## src/rtl/cfgseq_pkg.sv

```systemverilog
// Package: shared types for the configuration access-sequence detector.
// Assumes: the sequence tracker needs four states, so two bits are enough.
package cfgseq_pkg;

    // Progress through the reserved four-operation pattern
    typedef enum logic [1:0] {
        SQ_IDLE = 2'd0,   // nothing matched yet
        SQ_RD1  = 2'd1,   // one read at the top address seen
        SQ_RD2  = 2'd2,   // two (or more) reads at the top address seen
        SQ_KEY  = 2'd3    // key write accepted, the next operation is the payload
    } seq_state_e;

    // Kind of bus operation presented in a cycle
    typedef enum logic [1:0] {
        OP_NONE  = 2'd0,
        OP_READ  = 2'd1,
        OP_WRITE = 2'd2
    } op_kind_e;

endpackage

```

## src/rtl/cfgseq_op_decode.sv

```systemverilog
// Module: cfgseq_op_decode
// Sorts the operation in the current cycle into none / read / write. It also
// flags a hit on the highest word address and a write data value equal to the
// key word. Purely combinational.
// Assumes: at most one strobe is meant per cycle; both high count as a write.
module cfgseq_op_decode
    import cfgseq_pkg::*;
#(
    parameter int                ADDR_W = 19,
    parameter int                DATA_W = 16,
    parameter logic [DATA_W-1:0] KEY    = '0
) (
    input  logic              op_rd,
    input  logic              op_wr,
    input  logic [ADDR_W-1:0] op_addr,
    input  logic [DATA_W-1:0] op_wdata,
    output op_kind_e          kind,
    output logic              at_top,
    output logic              key_ok
);

    localparam logic [ADDR_W-1:0] TOP_ADDR = {ADDR_W{1'b1}};

    // Pick the operation kind; the write strobe wins a tie
    always_comb begin
        if (op_wr) begin
            kind = OP_WRITE;
        end else if (op_rd) begin
            kind = OP_READ;
        end else begin
            kind = OP_NONE;
        end
    end

    // Address and key comparisons
    always_comb begin
        at_top = (op_addr == TOP_ADDR);
        key_ok = (op_wdata == KEY);
    end

endmodule

```

## src/rtl/cfgseq_tracker.sv

```systemverilog
// Module: cfgseq_tracker
// Follows the read, read, key-write, payload pattern at the top address. For
// the current operation it gives the array write-inhibit, the read override
// and the software-load strobe, all combinationally.
// Assumes: the inputs come from cfgseq_op_decode in the same cycle; the reset
// is synchronous and active low.
module cfgseq_tracker
    import cfgseq_pkg::*;
(
    input  logic       clk,
    input  logic       rst_n,
    input  op_kind_e   kind,
    input  logic       at_top,
    input  logic       key_ok,
    output logic       sw_ld_stb,
    output logic       rd_ovr,
    output logic       wr_inhibit
);

    seq_state_e state_q;
    seq_state_e state_d;

    // Next state and per-operation outputs
    always_comb begin
        state_d    = state_q;
        sw_ld_stb  = 1'b0;
        rd_ovr     = 1'b0;
        wr_inhibit = 1'b0;
        if (kind != OP_NONE) begin
            if (!at_top) begin
                state_d = SQ_IDLE;
            end else begin
                unique case (state_q)
                    SQ_IDLE: begin
                        state_d = (kind == OP_READ) ? SQ_RD1 : SQ_IDLE;
                    end
                    SQ_RD1: begin
                        state_d = (kind == OP_READ) ? SQ_RD2 : SQ_IDLE;
                    end
                    SQ_RD2: begin
                        if (kind == OP_READ) begin
                            state_d = SQ_RD2;
                        end else if (key_ok) begin
                            state_d    = SQ_KEY;
                            wr_inhibit = 1'b1;
                        end else begin
                            state_d = SQ_IDLE;
                        end
                    end
                    SQ_KEY: begin
                        state_d = SQ_IDLE;
                        if (kind == OP_WRITE) begin
                            sw_ld_stb  = 1'b1;
                            wr_inhibit = 1'b1;
                        end else begin
                            rd_ovr = 1'b1;
                        end
                    end
                    default: state_d = SQ_IDLE;
                endcase
            end
        end
    end

    // State register with synchronous reset
    always_ff @(posedge clk) begin
        if (!rst_n) begin
            state_q <= SQ_IDLE;
        end else begin
            state_q <= state_d;
        end
    end

    // the override only ever answers a read
    p_ovr_on_read_r4: assert property (@(posedge clk) disable iff (!rst_n)
        rd_ovr |-> (kind == OP_READ && at_top));

    // the inhibit only ever applies to a write at the top address
    p_inhibit_on_write_r5: assert property (@(posedge clk) disable iff (!rst_n)
        wr_inhibit |-> (kind == OP_WRITE && at_top));

    // a completed pattern returns the tracker to idle
    p_idle_after_done_r2: assert property (@(posedge clk) disable iff (!rst_n)
        (sw_ld_stb || rd_ovr) |=> (state_q == SQ_IDLE));

    // an operation to another address drops all progress
    p_foreign_addr_r6: assert property (@(posedge clk) disable iff (!rst_n)
        (kind != OP_NONE && !at_top) |=> (state_q == SQ_IDLE));

    // cycles without an operation hold the progress
    p_gap_holds_r2: assert property (@(posedge clk) disable iff (!rst_n)
        (kind == OP_NONE) |=> $stable(state_q));

endmodule

```

## src/rtl/cfgseq_cfg_reg.sv

```systemverilog
// Module: cfgseq_cfg_reg
// Holds the configuration word and the sticky flag that records a software
// load. A software load wins over a pin load in the same cycle.
// Assumes: the reset is synchronous, active low and applied at power-up only.
module cfgseq_cfg_reg #(
    parameter int                DATA_W  = 16,
    parameter logic [DATA_W-1:0] CFG_RST = '0
) (
    input  logic              clk,
    input  logic              rst_n,
    input  logic              sw_ld,
    input  logic [DATA_W-1:0] sw_data,
    input  logic              pin_ld,
    input  logic [DATA_W-1:0] pin_data,
    output logic [DATA_W-1:0] cfg_q,
    output logic              sw_loaded
);

    // Configuration word: software load first, then pin load
    always_ff @(posedge clk) begin
        if (!rst_n) begin
            cfg_q <= CFG_RST;
        end else if (sw_ld) begin
            cfg_q <= sw_data;
        end else if (pin_ld) begin
            cfg_q <= pin_data;
        end
    end

    // Sticky record of any software load, cleared only by reset
    always_ff @(posedge clk) begin
        if (!rst_n) begin
            sw_loaded <= 1'b0;
        end else if (sw_ld) begin
            sw_loaded <= 1'b1;
        end
    end

    // a software load lands on the next cycle
    p_sw_load_r3: assert property (@(posedge clk) disable iff (!rst_n)
        sw_ld |=> (cfg_q == $past(sw_data)));

    // a lone pin load lands on the next cycle
    p_pin_load_r9: assert property (@(posedge clk) disable iff (!rst_n)
        (pin_ld && !sw_ld) |=> (cfg_q == $past(pin_data)));

    // without any load the word holds
    p_hold_r9: assert property (@(posedge clk) disable iff (!rst_n)
        (!pin_ld && !sw_ld) |=> $stable(cfg_q));

    // once set, the flag stays set
    p_flag_sticky_r8: assert property (@(posedge clk) disable iff (!rst_n)
        sw_loaded |=> sw_loaded);

endmodule

```

## src/rtl/cfg_seq_detect.sv

```systemverilog
// Module: cfg_seq_detect (top)
// Spots the reserved four-operation pattern at the highest word address of a
// pseudo-SRAM. It loads or returns the configuration word, protects the top
// array word while the pattern runs, and reports that software has taken over
// partial-array refresh from the sleep pin.
// Assumes: one decoded operation per cycle; array storage and the pin-level
// refresh logic are outside this block.
module cfg_seq_detect
    import cfgseq_pkg::*;
#(
    parameter int                ADDR_W  = 19,
    parameter int                DATA_W  = 16,
    parameter logic [DATA_W-1:0] CFG_RST = 16'h0070
) (
    input  logic              clk,
    input  logic              rst_n,
    input  logic              op_rd,
    input  logic              op_wr,
    input  logic [ADDR_W-1:0] op_addr,
    input  logic [DATA_W-1:0] op_wdata,
    input  logic              pin_ld,
    input  logic [DATA_W-1:0] pin_data,
    output logic [DATA_W-1:0] cfg_q,
    output logic              rd_ovr,
    output logic [DATA_W-1:0] rd_ovr_data,
    output logic              arr_wr_inhibit,
    output logic              pin_par_off
);

    localparam logic [DATA_W-1:0] KEY_WORD = '0;

    op_kind_e kind;
    logic     at_top;
    logic     key_ok;
    logic     sw_ld_stb;
    logic     ovr;

    cfgseq_op_decode #(
        .ADDR_W (ADDR_W),
        .DATA_W (DATA_W),
        .KEY    (KEY_WORD)
    ) u_decode (
        .op_rd    (op_rd),
        .op_wr    (op_wr),
        .op_addr  (op_addr),
        .op_wdata (op_wdata),
        .kind     (kind),
        .at_top   (at_top),
        .key_ok   (key_ok)
    );

    cfgseq_tracker u_tracker (
        .clk        (clk),
        .rst_n      (rst_n),
        .kind       (kind),
        .at_top     (at_top),
        .key_ok     (key_ok),
        .sw_ld_stb  (sw_ld_stb),
        .rd_ovr     (ovr),
        .wr_inhibit (arr_wr_inhibit)
    );

    cfgseq_cfg_reg #(
        .DATA_W  (DATA_W),
        .CFG_RST (CFG_RST)
    ) u_cfg (
        .clk       (clk),
        .rst_n     (rst_n),
        .sw_ld     (sw_ld_stb),
        .sw_data   (op_wdata),
        .pin_ld    (pin_ld),
        .pin_data  (pin_data),
        .cfg_q     (cfg_q),
        .sw_loaded (pin_par_off)
    );

    // Read override: present the configuration word only on the qualifying read
    always_comb begin
        rd_ovr      = ovr;
        rd_ovr_data = ovr ? cfg_q : '0;
    end

    // override data outside a qualifying read is zero
    p_ovr_data_zero_r4: assert property (@(posedge clk) disable iff (!rst_n)
        !rd_ovr |-> (rd_ovr_data == '0));

    // a read is never inhibited and never overridden alongside an inhibit
    p_no_inhibit_on_read_r5: assert property (@(posedge clk) disable iff (!rst_n)
        (op_rd && !op_wr) |-> !arr_wr_inhibit);

endmodule

```

## config.mk

```make
export PLATFORM = sky130hd
export DESIGN_NAME = cfg_seq_detect
export DESIGN_NICKNAME = d
export VERILOG_FILES = /design/src/rtl/cfgseq_pkg.sv /design/src/rtl/cfgseq_op_decode.sv /design/src/rtl/cfgseq_tracker.sv /design/src/rtl/cfgseq_cfg_reg.sv /design/src/rtl/cfg_seq_detect.sv
export SDC_FILE = /design/constraint.sdc
export NUM_CORES = 1
export LEC_CHECK = 0
export ABC_AREA = 0
export ABC_CLOCK_PERIOD_IN_PS = 6200
export BUFFER_PORTS_ARGS = -buffer_cell sky130_fd_sc_hd__buf_4
export CAP_MARGIN = 20
export CORE_MARGIN = 5
export CORE_UTILIZATION = 43
export CTS_BUF_LIST = sky130_fd_sc_hd__clkbuf_8
export DETAILED_ROUTE_END_ITERATION = 10
export MAX_ROUTING_LAYER = met4
export PLACE_DENSITY = 0.9
export SLEW_MARGIN = 20
export SYNTH_ARGS = -nofsm -noshare
export SYNTH_HDL_FRONTEND = slang
export SYNTH_SLANG_ARGS = --single-unit
```

## constraint.sdc

```tcl
create_clock -name clk -period 6.2 [get_ports clk]
set_clock_uncertainty 0.2 [all_clocks]
set_input_delay 1.55 -clock clk [delete_from_list [all_inputs] [get_ports clk]]
set_output_delay 1.55 -clock clk [all_outputs]
set_load 0.02 [all_outputs]
```

==> results.py <==
metrics = {
    "floorplan": {
        "num_rows": 18,
        "num_io_pins": 91,
        "design.die.area_sq_um": 3720,
        "start_util": 0.452,
        "core_sq_um": 2480,
        "die_y_um": 61.0,
        "die_x_um": 61.0,
    },
    "timing": {
        "finalCritPeriodShare": 0.798,
        "max_freq_mhz": 202,
        "setup-tns-final_ns": 0,
        "setup_viol": 0,
        "tightest_slew_ns": 0.884,
        "setup_slack_ns": 1.25,
        "max_slew_margin": 0.407,
        "hold_viol": 0,
        "slew_viol_final": 0,
        "rsz0062_at_grt": "no",
        "period_needed_ns": 4.95,
    },
    "worst_setup_path": {
        "path_class": "in -> out",
        "reg2reg_slack_ns": 4.36,
        "critPathMaxFanout": 17,
        "worstPathRequired_ns": 4.45,
        "timing.rr.start": "u_tracker.state_q[0]",
        "crit_arrival_ns": 3.20,
        "r2r_cells": 5,
        "startpoint_type": "primary input",
        "crit_path_end_kind": "output port",
        "r2r-end": "u_tracker.state_q[0]",
    },
    "placement": {
        "port_buffers": 90,
        "place_ws_ns": 1.26,
        "place_congestion": 0.777,
        "dp.cells": 240,
        "hpwl_mm": 3.04,
        "post_dp_cell_area_sq_um": 1810,
    },
    "finish": {
        "fin_cells": 244,
        "finalNetCount": 271,
        "drive_gt1_frac": 0.472,
        "antenna_cells": 0,
        "stdcell_area_sq_um": 1850,
        "syn2layout_area_growth_pct": 65.5,
    },
    "logic_synthesis": {
        "syn_area_per_cell_sq_um": 8.82,
        "synthMuxAreaShare": 0.173,
        "synth_top_cell_by_area": "dfxtp_1",
        "ys_top_cells_by_area": "dfxtp_1, mux2i_1, o211a_1",
        "yosysWarnings": 0,
        "yosys.area_share.simple": 0.285,
        "synth_xor_area_frac": 0.00782,
        "synth.top_cell.area_share": 0.340,
        "yosysSeqAreaShare": 0.340,
        "yosys.area_share.adder": 0,
        "synth-main-ff-cell": "dfxtp_1",
        "synth-edff-count": 0,
        "synth_nets": 183,
        "synth_seq_cells": 19,
        "yosysMostFrequentCell": "nand2_1",
        "synth_top_family_by_area": "simple AND/OR/NAND/NOR gates",
        "syn_inst": 127,
        "netlist_area_sq_um": 1120,
        "synth_compound_area_frac": 0.162,
        "synth_common_cells": "nand2_1, dfxtp_1, and2_1",
        "synth.distinct_cells": 28,
        "async_flop_share": 0,
    },
    "grt": {
        "grt_max_degree": 31,
        "grt.overflow.total": 0,
        "grt_pass1_vias": 1199,
        "grt_pass1_wl_mm": 5.49,
        "grt.total_usage": 0.203,
        "antenna_found_initial": 0,
    },
    "job": {
        "max_cap_viol_count": 0,
    },
    "outcome": {
        "outcome": "finished, final reports clean",
    },
    "drt": {
        "wire_per_inst_um": 15.4,
        "drt-pass1-iter-count": 4,
        "antenna_left": 0,
        "drt_iter0_drc": 29,
        "wl_mm": 3.75,
        "post-route-drc-count": 0,
        "via_per_inst": 5.29,
        "vias": 1291,
    },
    "clock_tree": {
        "cts_root_buf": "clkbuf_8",
        "htreeDepth": 1,
        "numCtsBuffers": 3,
        "cts_resized": 0,
        "cts_buffer_depth": 2,
        "cts-hold-fix-buffers": 0,
        "clkSlewWorstSetupHoldPaths_ns": 0.07,
        "post-cts-setup-buffer-count": 0,
        "clkLatencyLatePin_ns": 0.25,
        "tritoncts": "done",
        "cts_sinks": 19,
    },
    "worst_hold_path": {
        "min_path_type": "reg -> reg",
        "min_from": "u_cfg.sw_loaded",
        "whs_path_depth": 2,
        "hold_path_end": "u_cfg.sw_loaded",
    },
    "power_and_ir_drop": {
        "cellPowerDensity_nw_per_um2": 154,
        "vdd_ir_drop_max_mv": 0.162,
        "p_leak_nw": 1.04,
    },
}
-- cell type report --
cell class	count	area [sq um]
clock buffers	3	41.3
clock inverters	1	3.75
fillers	194	624
inverters	1	3.75
multi-input cells	99	703
flip-flops and latches	19	380
well taps	30	37.5
repair buffers	91	683
-- logic make-up (layout without fill, tap and decap cells) --
family,count (synthesis),in the layout
simple gates,60,60
flops,19,19
mux,19,19
compound gates,19,19
buf+inv,9,96
xor+xnor,1,1
-- how the worst max path moves through the flow --
stage | from | endpoint | slack (ns)
3_3_place_gp | op_addr[1] | rd_ovr_data[9] | 1.35
2_1_floorplan | op_wdata[5] | arr_wr_inhibit | 1.57
4_1_cts | op_addr[1] | rd_ovr_data[7] | 1.26
3_5_place_dp | op_addr[1] | rd_ovr_data[7] | 1.26
6_report | op_addr[1] | rd_ovr_data[14] | 1.25
5_1_grt | op_addr[1] | rd_ovr_data[0] | 1.05
-- placed cells by master (no fill, tap or decap), types with 2 or more instances in the layout --
cell,synthesis,layout
and3_1,2,2
nor2_1,4,4
mux2i_1,16,16
inv_1,1,2
and2_1,17,17
mux2_2,3,3
nand2_1,21,21
nand4_1,5,5
dfxtp_1,19,19
nand3_1,3,3
clkbuf_8,0,3
o211a_1,13,13
buf_4,0,91
nor4_1,2,2
-- state kept, by name, indices dropped and copies added (netlist names) --
register	cells
u_cfg.cfg_q	16
u_tracker.state_q	2
u_cfg.sw_loaded	1
-- per-layer routing --
metal,share of wire,global-route usage
met5,0,-
met4,0.0051,0.0464
met3,0.13,0.0524
met2,0.53,0.366
met1,0.34,0.222
-- through the flow --
stage | total power, W | util | hold WS (ns)
after floorplan | 0.000164 | - | 0.306
final | 0.000286 | 0.748 | 0.253
after detailed placement | 0.000206 | 0.730 | 0.249
after global routing | 0.000300 | 0.748 | 0.294
after global placement | 0.000204 | 0.730 | 0.237
after CTS | 0.000290 | 0.748 | 0.259
-- critical path, stage by stage --
cell,delay (ns)
buf_4,0.08
nand4_1,0.08
nor2_1,0.15
nand3_1,0.19
nor3_2,0.78
and2_1,0.23
buf_4,0.14
-- report_power, final --
part	switching [W]	total (W)	internal, W
Sequential	0.00000455	0.000133	0.000128
Clock	0.0000389	0.0000829	0.0000440
Combinational	0.0000286	0.0000703	0.0000416
Total	0.0000721	0.000286	0.000214
No activity file was read; power rests on OpenSTA's default activity.
